### src/rtl/cpwm_pkg.sv
// Package: shared types and constants for the complementary PWM underflow reload block.
// Assumes: one counter direction state per timebase.
package cpwm_pkg;
    typedef enum logic [1:0] {
        DIR_UP   = 2'd0,
        DIR_DOWN = 2'd1,
        DIR_WRAP = 2'd2
    } cnt_dir_e;

    localparam logic [1:0] RELOAD_AT_UDF = 2'b10;
endpackage

### src/rtl/cpwm_updown_cnt.sv
// Module: up/down counter with a top reversal and a bottom turnaround through the all-ones value.
// Assumes: top_val lies in 1..2^W-2; all outputs are registered except the event pulses.
module cpwm_updown_cnt
    import cpwm_pkg::*;
#(
    parameter int W = 16
) (
    input  logic         clk,
    input  logic         rst_n,
    input  logic         en,
    input  logic [W-1:0] top_val,
    output logic [W-1:0] cnt_q,
    output logic         ovf_evt,
    output logic         udf_evt
);
    localparam logic [W-1:0] ALL_ONES = {W{1'b1}};

    cnt_dir_e     dir_q, dir_d;
    logic [W-1:0] cnt_d;

    // Next-state selection for the count and the direction.
    always_comb begin
        cnt_d   = cnt_q;
        dir_d   = dir_q;
        ovf_evt = 1'b0;
        udf_evt = 1'b0;
        if (en) begin
            unique case (dir_q)
                DIR_UP: begin
                    if (cnt_q == top_val) begin
                        cnt_d   = cnt_q - 1'b1;
                        dir_d   = DIR_DOWN;
                        ovf_evt = 1'b1;
                    end else begin
                        cnt_d = cnt_q + 1'b1;
                    end
                end
                DIR_DOWN: begin
                    if (cnt_q == '0) begin
                        cnt_d   = ALL_ONES;
                        dir_d   = DIR_WRAP;
                        udf_evt = 1'b1;
                    end else begin
                        cnt_d = cnt_q - 1'b1;
                    end
                end
                default: begin
                    cnt_d = '0;
                    dir_d = DIR_UP;
                end
            endcase
        end
    end

    // Counter and direction registers.
    always_ff @(posedge clk) begin
        if (!rst_n) begin
            cnt_q <= '0;
            dir_q <= DIR_UP;
        end else begin
            cnt_q <= cnt_d;
            dir_q <= dir_d;
        end
    end

    // the wrapped value is always followed by zero.
    assert_wrap_to_zero_R4: assert property (@(posedge clk) disable iff (!rst_n)
        (en && cnt_q == ALL_ONES) |=> (cnt_q == '0));

    // the top value is within the legal range while counting.
    assert_top_range_R3: assert property (@(posedge clk) disable iff (!rst_n)
        en |-> (top_val != '0 && top_val != ALL_ONES));
endmodule

### src/rtl/cpwm_flag.sv
// Module: sticky status flag, set by a hardware event, cleared by a software strobe.
// Assumes: the set event has priority over a coincident clear.
module cpwm_flag (
    input  logic clk,
    input  logic rst_n,
    input  logic set_evt,
    input  logic clr,
    output logic flag_q
);
    // Flag register with set-over-clear priority.
    always_ff @(posedge clk) begin
        if (!rst_n)       flag_q <= 1'b0;
        else if (set_evt) flag_q <= 1'b1;
        else if (clr)     flag_q <= 1'b0;
    end

    // a set event always leaves the flag set.
    assert_set_wins_R9: assert property (@(posedge clk) disable iff (!rst_n)
        set_evt |=> flag_q);

    // without a set event or a clear, the flag holds.
    assert_flag_hold_R9: assert property (@(posedge clk) disable iff (!rst_n)
        (!set_evt && !clr) |=> $stable(flag_q));
endmodule

### src/rtl/cpwm_cmp_bank.sv
// Module: shadow and active compare register bank with an atomic shadow-to-active copy.
// Assumes: a copy reads shadow values from before any write in the same cycle.
module cpwm_cmp_bank #(
    parameter int W     = 16,
    parameter int N_REG = 3
) (
    input  logic                     clk,
    input  logic                     rst_n,
    input  logic [N_REG-1:0]         shadow_we,
    input  logic [W-1:0]             shadow_wdata,
    input  logic                     copy_en,
    output logic [N_REG-1:0][W-1:0]  active_q
);
    logic [N_REG-1:0][W-1:0] shadow_q;

    for (genvar g = 0; g < N_REG; g++) begin : g_slot
        // Shadow register loaded from the write port.
        always_ff @(posedge clk) begin
            if (!rst_n)            shadow_q[g] <= '0;
            else if (shadow_we[g]) shadow_q[g] <= shadow_wdata;
        end

        // Active register loaded from its shadow on a copy.
        always_ff @(posedge clk) begin
            if (!rst_n)       active_q[g] <= '0;
            else if (copy_en) active_q[g] <= shadow_q[g];
        end
    end

    // after a copy every active register equals its prior shadow.
    assert_copy_all_R6: assert property (@(posedge clk) disable iff (!rst_n)
        copy_en |=> (active_q == $past(shadow_q)));

    // without a copy the active registers hold.
    assert_active_hold_R7: assert property (@(posedge clk) disable iff (!rst_n)
        !copy_en |=> $stable(active_q));
endmodule

### src/rtl/cpwm_udf_reload.sv
// Module: top of the complementary PWM second timebase with underflow flag and compare reload.
// Assumes: rst_n is synchronous; software pulses the clear strobes for one cycle.
module cpwm_udf_reload
    import cpwm_pkg::*;
#(
    parameter int W     = 16,
    parameter int N_REG = 3
) (
    input  logic             clk,
    input  logic             rst_n,
    input  logic             cnt_en,
    input  logic [W-1:0]     top_val,
    input  logic [1:0]       reload_mode,
    input  logic [N_REG-1:0] shadow_we,
    input  logic [W-1:0]     shadow_wdata,
    input  logic             udf_clr,
    input  logic             ovf_clr,
    output logic [W-1:0]     cnt_val,
    output logic [W-1:0]     act_cmp0,
    output logic [W-1:0]     act_cmp1,
    output logic [W-1:0]     act_cmp2,
    output logic             udf_flag,
    output logic             ovf_flag
);
    logic                    ovf_evt, udf_evt, copy_en;
    logic [N_REG-1:0][W-1:0] active;

    cpwm_updown_cnt #(.W(W)) u_cnt (
        .clk(clk), .rst_n(rst_n), .en(cnt_en), .top_val(top_val),
        .cnt_q(cnt_val), .ovf_evt(ovf_evt), .udf_evt(udf_evt)
    );

    cpwm_flag u_udf (
        .clk(clk), .rst_n(rst_n), .set_evt(udf_evt), .clr(udf_clr), .flag_q(udf_flag)
    );

    cpwm_flag u_ovf (
        .clk(clk), .rst_n(rst_n), .set_evt(ovf_evt), .clr(ovf_clr), .flag_q(ovf_flag)
    );

    // Copy only on an underflow in the reload-at-underflow mode.
    assign copy_en = udf_evt && (reload_mode == RELOAD_AT_UDF);

    cpwm_cmp_bank #(.W(W), .N_REG(N_REG)) u_bank (
        .clk(clk), .rst_n(rst_n), .shadow_we(shadow_we), .shadow_wdata(shadow_wdata),
        .copy_en(copy_en), .active_q(active)
    );

    assign act_cmp0 = active[0];
    assign act_cmp1 = active[1];
    assign act_cmp2 = active[2];

    // an underflow edge always lands the counter on the all-ones value.
    assert_udf_lands_R5: assert property (@(posedge clk) disable iff (!rst_n)
        udf_evt |=> (cnt_val == {W{1'b1}}));

    // the underflow turnaround leaves the overflow flag untouched.
    assert_udf_keeps_ovf_R8: assert property (@(posedge clk) disable iff (!rst_n)
        (udf_evt && !ovf_clr) |=> $stable(ovf_flag));
endmodule

### config.mk
export PLATFORM = sky130hd
export DESIGN_NAME = cpwm_udf_reload
export DESIGN_NICKNAME = d
export VERILOG_FILES = /design/src/rtl/cpwm_pkg.sv /design/src/rtl/cpwm_updown_cnt.sv /design/src/rtl/cpwm_flag.sv /design/src/rtl/cpwm_cmp_bank.sv /design/src/rtl/cpwm_udf_reload.sv
export SDC_FILE = /design/constraint.sdc
export NUM_CORES = 1
export LEC_CHECK = 0
export BUFFER_PORTS_ARGS = -buffer_cell sky130_fd_sc_hd__buf_2
export CORE_ASPECT_RATIO = 0.75
export CORE_UTILIZATION = 55
export CTS_BUF_LIST = sky130_fd_sc_hd__clkbuf_8 sky130_fd_sc_hd__clkbuf_16
export CTS_CLUSTER_DIAMETER = 120
export DETAILED_ROUTE_END_ITERATION = 8
export PLACE_DENSITY = 0.8
export SLEW_MARGIN = 5
export SYNTH_ARGS = -nofsm -noshare
export SYNTH_HDL_FRONTEND = slang
export SYNTH_SLANG_ARGS = --single-unit
### constraint.sdc
create_clock -name clk -period 4.35 [get_ports clk]
set_input_delay 0.435 -clock clk [delete_from_list [all_inputs] [get_ports clk]]
set_output_delay 0.435 -clock clk [all_outputs]
set_load 0.01 [all_outputs]
# [Word-level counts from Yosys, hierarchy flattened]
# Cells that the tools add are included.
[totals] reg_bits=116 in_bits=42 out_inout_bits=66
[classes] n_addsub=2 eq_ne=5 n_mux=16 n_reduce_logical=6
[ops] op="$mux 16" count=2
[ops] op="$pmux 16 s2" count=1
[ops] op="$add 16x1->16 const B" count=1
[ops] op="$eq 16x16->1" count=1
[ops] op="$logic_not 16->1" count=1
[ops] op="$sub 16x1->16 const B" count=1
[ops] op="$mux 1" count=10
[ops] op="$mux 2" count=2
[ops] op="$ne 2x1->1 const B" count=2
[ops] op="$pmux 2 s2" count=1
[ops] op="$reduce_bool 2->1" count=2
[ops] op="$reduce_and 3->1" count=1
[ops] op="$eq 2x1->1 const B" count=1
[ops] op="$eq 2x2->1 const B" count=1
[ops] op="$logic_not 2->1" count=1
[ops] op="$logic_and 1x1->1" count=1

# [Logic depth before layout (Yosys ltp)]
# Gate-level depths: netlist of run 1.
[depth] depth_word=5 depth_mapped=10 ltp_nobuf=7

# [By module]
# From an unflattened synthesis of run 1, not the netlist that was laid out.
[hier_totals] hier_cells=542 area_unflattened_um2=5525.3
[modules_own_cells] mod="cpwm_cmp_bank" n_inst=1 cells_per_inst=310 area_per_inst_um2=3666.0 seq_area_each_um2=1921.8
[modules_own_cells] mod="cpwm_updown_cnt" n_inst=1 cells_per_inst=225 area_per_inst_um2=1767.9 seq_area_each_um2=360.3
[modules_own_cells] mod="cpwm_flag" n_inst=2 cells_per_inst=3 area_per_inst_um2=41.3 seq_area_each_um2=20.0
[modules_own_cells] mod="cpwm_udf_reload" n_inst=1 cells_per_inst=1 area_per_inst_um2=8.8 seq_area_each_um2=0.0

# [Worst setup path after synthesis of run 1]
# Ideal clock, no wire load.
[synth_path] path_kind="register to register" start="register u_cnt.cnt_q[3]" end="register u_cnt.cnt_q[2]" setup_time_ps=132 arrival_time_ps=1899 required_ps=4218 slack_ps=2320 path_stages_with_launch=8 n_path_buf=1 cell_sequence="dfxtp_1 -> clkbuf_1 -> xor2_1 -> nor4_2 -> nand4_4 -> and2_1 -> a2111oi_0 -> nor3b_1"
[synth_between] elab_chain_len=3
[synth_lines] element="start: declaration" line_no="cpwm_updown_cnt.sv:12" text="output logic [W-1:0] cnt_q,"
[synth_lines] element="start signal: assignment" line_no="cpwm_updown_cnt.sv:61" text="cnt_q <= cnt_d;"
[synth_lines] element="$eq 16x16->1 / $logic_not 16->1 (equally long branches)" line_no="cpwm_updown_cnt.sv:30, cpwm_updown_cnt.sv:39"
[synth_lines] element="$mux 16 (on tied branches)" line_no="cpwm_updown_cnt.sv:30, cpwm_updown_cnt.sv:39"
[synth_lines] element="$pmux 16 s2 *" line_no="cpwm_updown_cnt.sv:28" text="unique case (dir_q)"
# Mark *: on every way between the ends. The rest lies on a longest branch, timed or not.
# A chain may end at the register's enable or synchronous reset.

# [Worst setup path after layout of run 1]
[layout_path] start="register u_cnt.cnt_q[7]" end="register u_bank.active_q[5] (netlist name)"
[layout_between] elab_chain_len=5
[layout_lines] element="$logic_not 16->1" line_no="cpwm_updown_cnt.sv:39" text="if (cnt_q == '0) begin"
[layout_lines] element="$mux 1" line_no="cpwm_updown_cnt.sv:39"
[layout_lines] element="$mux 1" line_no="cpwm_updown_cnt.sv:28"
[layout_lines] element="$mux 1" line_no="cpwm_updown_cnt.sv:27" text="if (en) begin"
[layout_lines] element="$logic_and 1x1->1" line_no="cpwm_udf_reload.sv:42" text="assign copy_en = udf_evt && (reload_mode == RELOAD_AT_UDF);"
[layout_lines] element="end signal: indexed assignment" line_no="cpwm_cmp_bank.sv:26" text="else if (copy_en) active_q[g] <= shadow_q[g];"
[layout_lines] element="end: declaration" line_no="cpwm_cmp_bank.sv:12" text="output logic [N_REG-1:0][W-1:0] active_q"
# Every way passes these cells.

==> out/qor.txt, run 1 <==
gr usage total - 0.259
number of H-tree levels - 4
Die Area - 10300 um^2
timing-limited maximum frequency - 0.353 GHz
number of fillers in the final layout - 737
Pwr Density - 431 nW/um^2
Layout area overhead - 20.4%
fin. max-slew vios - 0
number of nets in the layout - 676
number of resized instances in the post-cts repair step - 0
standard cell area after detailed placement - 5950 um^2
gate count after technology mapping - 548
critical path class - register to register
maximum resistive drop on vdd - 0.000269 V
main area contributors after synthesis - dfxtp_1 43%, mux2i_1 18%, nor2b_1 11%
Worst Clk Skew - 0.00821 ns
number of setup violations in the final report - 0
clock tree from TritonCTS - done
relative slew slack - 0.336
insertion delay to the later sink of the worst-skew pair - 0.40 ns
number of distinct standard cells referenced by the synthesized netlist - 50
Clock Tree Root - clkbuf_16
die height - 88.3 um
drt total wl - 13000 um
ratio of cells with drive above 1 in the final layout - 0.234
number of global-route vias before repair - 4001
pin count of the biggest net entering global routing - 72
Synth area leader - dfxtp_1
CP max FO - 48
initial core utilization - 0.565
number of rows created at floorplan - 31
standard cell core area - 9660 um^2
Remaining DRCs - 0
number of nets in the synthesized netlist - 593
synthesized flop and latch total - 116
launching element type of the critical path - register
Worst-path clk slew - 0.05 ns
crit share post-route - 0.651
combinational share of power - 0.084
most numerous cell types in the synthesized netlist - 116 x dfxtp_1, 100 x mux2i_1, 99 x nor2b_1
unrepaired setup endpoints after global routing - no
clock buffers created by TritonCTS - 17
count of flip-flops with a built-in enable after synthesis - 0
Post-synth top flop - dfxtp_1
cell internal power dissipation - 2.18 mW
worst endpoint required time - 4.64 ns
leakage component of the power - 3.26 nW
sequential share of the synthesized area - 0.425
final global-route overflow total - 0
Setup Buffers After CTS - 0
number of buffers added to fix hold violations after cts - 0
remaining number of nets flagged by the antenna check after routing - 0
total power - 2.83 mW
actual slew at the worst max-slew pin - 0.996 ns
TritonCTS sink count - 116
number of buffers on the longest clock path - 2
average cell area after synthesis - 9.97 um^2
area share of the largest cell type after synthesis - 0.425
detailed-route via count - 4245
sequential fraction of design power - 0.403
most common cell in the synthesized netlist - dfxtp_1
first-pass detailed-route iteration total - 5
net switching power of the design - 0.648 mW
Port Buffers - 107
pre-CTS WS - 1.62 ns
maxcap violations - 0
power share of the clock group - 0.513
Setup Total Neg Slack - 0 ns
antenna cells - 0
post-synthesis instance area - 5460 um^2
initial antenna violation count - 0
detailed placer's ending HPWL - 8470 um
critical path data arrival time - 3.12 ns
synthesis warning total - 0
average wire per standard cell - 16.8 um
horizontal die dimension - 117 um
net switching share of the total power - 0.229
shortest period the worst path allows - 2.83 ns
vias per cell - 5.47
ports placed on the boundary - 108
last weighted congestion value of the routability-driven placer - 0.901
number of DRC markers after the initial detailed-route iteration - 277
Critical Path Sink Type - register
utilization of the core after routing - 0.681
Fin. Hold Viols - 0
fraction of synthesis flops using an asynchronous set or reset pin - 0
least setup slack across all paths after layout - 1.52 ns
final instance area - 6570 um^2
Hold Path Class - primary input to register
first-pass GRT wire length - 20100 um
run status - finished, final reports clean
critical path, cell delays in order (launching register included):
cell and delay (ns):
dfxtp_1 0.48, nor4_4 0.39, nand2_2 0.15, nor3_2 0.69
nand4b_1 0.19, buf_4 0.44, mux2i_1 0.27, nor2b_1 0.08
per-layer routing:
| metal | global-route usage | wire, um | up-vias |
|---|---|---|---|
| li1 | - | - | 2049 |
| met1 | 0.331 | 5870 | 2033 |
| met2 | 0.420 | 6120 | 148 |
| met3 | 0.0705 | 899 | 15 |
| met4 | 0.101 | 133 | 0 |
| met5 | 0 | 0 | - |
cell families after synthesis:
logic type,count (synthesis),synth area share
xor+xnor,35,0.0561
flops,116,0.425
simple gates,189,0.212
mux,100,0.183
fa+ha+maj,3,0.00687
buf+inv,52,0.0458
compound gates,53,0.0703
state kept, by name (all words and copies together) (netlist names):
name / flops
u_cnt.cnt_q: 16
u_udf.flag_q: 1
u_cnt.dir_q: 2
u_bank.active_q: 48
u_bank.shadow_q: 48
u_ovf.flag_q: 1
power by group through the flow:
stage                     Combinational, mW  Sequential, mW  Clock, mW
after CTS                             0.237            1.14       1.47
after global placement                0.226            1.16          0
after floorplan                       0.186            1.14          0
after global routing                  0.259            1.14       1.52
after detailed placement              0.234            1.16          0
final                                 0.237            1.14       1.45
worst paths after layout:
path,from,to,slack (ns),cells after the start
hold / removal,udf_clr,u_udf.flag_q,0.30,3
hold reg to reg,u_udf.flag_q,u_udf.flag_q,0.48,2
setup / recovery,u_cnt.cnt_q[7],u_bank.active_q[5],1.52,7
setup reg to reg,u_cnt.cnt_q[7],u_bank.active_q[5],1.52,7
final cells by class:
cell class / count / area [um^2] / area share
clock inverter: 13 / 168 / 0.0255
inverter: 7 / 26.3 / 0.00400
timing repair buffer: 109 / 551 / 0.0837
multi-input combinational: 380 / 2890 / 0.439
sequential: 116 / 2320 / 0.353
clock buffer: 19 / 453 / 0.0689
tap: 132 / 165 / 0.0251
cell usage in the layout (no fill, tap or decap), types with 3 or more instances in the layout:
cell type	Yosys	routed
dfxtp_1	116	116
buf_2	11	107
mux2i_1	100	100
nor2b_1	99	99
xor2_1	28	28
nor2_1	19	19
nand2_1	17	17
clkbuf_16	0	17
o21ai_0	12	12
nand3_1	12	12
inv_1	6	11
and3_1	7	7
xnor2_1	7	7
a21oi_1	6	6
nor4_2	5	5
nand2b_1	4	4
o22ai_1	4	4
and2_1	4	4
a21o_1	4	4
o221ai_1	4	4
bufinv_16	0	4
and4_1	3	3
nor3_1	3	3
a31oi_1	3	3
o211a_1	3	3
o221a_2	3	3
ha_1	3	3
per-stage QoR:
step,instances,hold slack (ns)
floorplan,548,0.482
global placement,744,0.463
detailed placement,744,0.488
CTS,776,0.295
global route,776,0.331
finish,776,0.305
Power figures use the tool's default switching activity.
==> run 2, diff against run 1 <==
==> constraint.sdc (replaced) <==
create_clock -name clk -period 2.95 [get_ports clk]
set_input_delay 0.295 -clock clk [delete_from_list [all_inputs] [get_ports clk]]
set_output_delay 0.295 -clock clk [all_outputs]
set_load 0.01 [all_outputs]
==> run 2 against run 1 <==
Clock skew increased by 0.0014 ns. Hold slack got worse by 0.12 ns. First-iteration DRC count increased by 29%. Setup slack got worse by 1.1 ns. Critical endpoint is now u_cnt.cnt_q[11]. Largest cell class unchanged. Register-to-register slack got worse by 1.1 ns.
==> out/qor.txt, run 2 (synthesis gave the netlist of run 1 again) <==
initial antenna violation count - 0
number of rows created at floorplan - 31
standard cell core area - 9660 um^2
vias per cell - 5.49
first-pass GRT wire length - 19600 um
GR met3 Demand/Resource - 0.0918
Layout area overhead - 20.8%
number of buffers on the longest clock path - 2
detailed placer's ending HPWL - 8520 um
Setup Buffers After CTS - 0
cell internal power dissipation - 3.25 mW
library cell contributing the largest single delay on the critical path - dfxtp_1
Fin. Hold Viols - 0
ratio of cells with drive above 1 in the final layout - 0.240
final global-route overflow total - 0
Clock Tree Root - clkbuf_16
Die Area - 10300 um^2
global-route layer with the greatest usage - met2
critical path, cell by cell - inv_1 > ha_1 > nand4b_1 > nor3_2 > buf_4 > nor2_1 > o221ai_1 > and3_1
clock tree from TritonCTS - done
maxcap violations - 0
Register-to-Register Setup Slack - 0.40 ns
relative slew slack - 0.433
clock buffers created by TritonCTS - 17
Critical Path Sink Type - register
gr usage total - 0.254
met2 capacity usage during global routing - 0.382
ports placed on the boundary - 108
fin. max-slew vios - 0
sequential fraction of design power - 0.401
power share of the clock group - 0.515
critical path data arrival time - 2.84 ns
Pwr Density - 635 nW/um^2
first-pass detailed-route iteration total - 5
net switching share of the total power - 0.226
timing-limited maximum frequency - 0.392 GHz
insertion delay to the later sink of the worst-skew pair - 0.40 ns
Remaining DRCs - 0
net switching power of the design - 0.945 mW
actual slew at the worst max-slew pin - 0.851 ns
Hold Path Class - primary input to register
number of DRC markers after the initial detailed-route iteration - 358
Worst-path clk slew - 0.05 ns
number of buffers added to fix hold violations after cts - 0
most common cell after layout, fill and taps aside - dfxtp_1
Port Buffers - 107
crit share post-route - 0.865
TritonCTS sink count - 116
pin count of the biggest net entering global routing - 79
worst endpoint required time - 3.24 ns
leakage component of the power - 3.27 nW
last weighted congestion value of the routability-driven placer - 0.917
average wire per standard cell - 16.3 um
unrepaired setup endpoints after global routing - no
Worst Clk Skew - 0.00962 ns
minimum hold slack - 0.181 ns
top flop regs - u_bank.active_q (48), u_bank.shadow_q (48), u_cnt.cnt_q (16)
drt total wl - 12700 um
critical path class - register to register
die height - 88.3 um
horizontal die dimension - 117 um
maximum resistive drop on vdd - 0.000456 V
most frequent cells in the layout - 116 x dfxtp_1, 107 x buf_2, 100 x mux2i_1
CP max FO - 12
number of nets in the layout - 678
initial core utilization - 0.565
combinational share of power - 0.084
antenna cells - 0
shortest period the worst path allows - 2.55 ns
Setup Total Neg Slack - 0 ns
run status - finished, final reports clean
detailed-route via count - 4268
number of resized instances in the post-cts repair step - 0
fraction of met1 tracks used by global routing - 0.342
launching element type of the critical path - register
remaining number of nets flagged by the antenna check after routing - 0
number of global-route vias before repair - 3903
number of H-tree levels - 4
number of setup violations in the final report - 0
CP peak stage delay - 0.61 ns
-- run 2: cell count changes in the layout (fill, tap and decap cells not counted), sizes merged --
cell	delta
clkbuf	+1
buf	+2
clkinv	+1
inv	-2
-- run 2: final cells by class --
| class | instances | area (um^2) |
|---|---|---|
| clock buffer | 20 | 467 |
| clock inverter | 12 | 161 |
| fill | 724 | 3060 |
| inverter | 7 | 26.3 |
| multi-input combinational | 380 | 2890 |
| sequential | 116 | 2320 |
| tap | 132 | 165 |
| timing repair buffer | 111 | 566 |
-- run 2: final timing paths --
check	start	to	depth (start not counted)
setup / recovery	u_cnt.cnt_q[1]	u_cnt.cnt_q[11]	8
hold / removal	udf_clr	u_udf.flag_q	3
setup reg to reg	u_cnt.cnt_q[1]	u_cnt.cnt_q[11]	8
hold reg to reg	u_udf.flag_q	u_udf.flag_q	2
-- run 2: power groups by stage --
stage	clock network (mW)	registers [mW]	logic, mW
floorplan	0	1.68	0.274
global placement	0	1.71	0.334
detailed placement	0	1.71	0.346
CTS	2.19	1.68	0.350
global route	2.26	1.69	0.385
finish	2.16	1.68	0.353
-- run 2: routing by layer --
layer / routed length (um) / up-vias / part of all wire
met4: 146 / 0 / 0.011
li1: - / 2057 / -
met3: 1130 / 17 / 0.089
met1: 5640 / 2012 / 0.44
met2: 5790 / 182 / 0.46
met5: 0 / - / 0
-- run 2: per-stage QoR --
| stage | setup WS [ns] | instance area, um^2 | utilization | power [mW] | cells |
|---|---|---|---|---|---|
| floorplan | 0.920 | 5460 | - | 1.95 | 548 |
| global placement | 0.594 | 5970 | 0.618 | 2.04 | 746 |
| detailed placement | 0.527 | 5970 | 0.618 | 2.06 | 746 |
| CTS | 0.495 | 6600 | 0.683 | 4.21 | 778 |
| global route | 0.265 | 6600 | 0.683 | 4.33 | 778 |
| finish | 0.398 | 6600 | 0.683 | 4.19 | 778 |
-- run 2: critical path: cells and delay by family, from the launching register on --
| kind | cells | cell delay (ns) |
|---|---|---|
| adder cells (fa/ha/maj) | 1 | 0.22 |
| buffers and inverters | 2 | 0.35 |
| AND/OR/NAND/NOR | 4 | 1.01 |
| flip-flops | 1 | 0.61 |
| AO/OA/AOI/OAI | 1 | 0.24 |
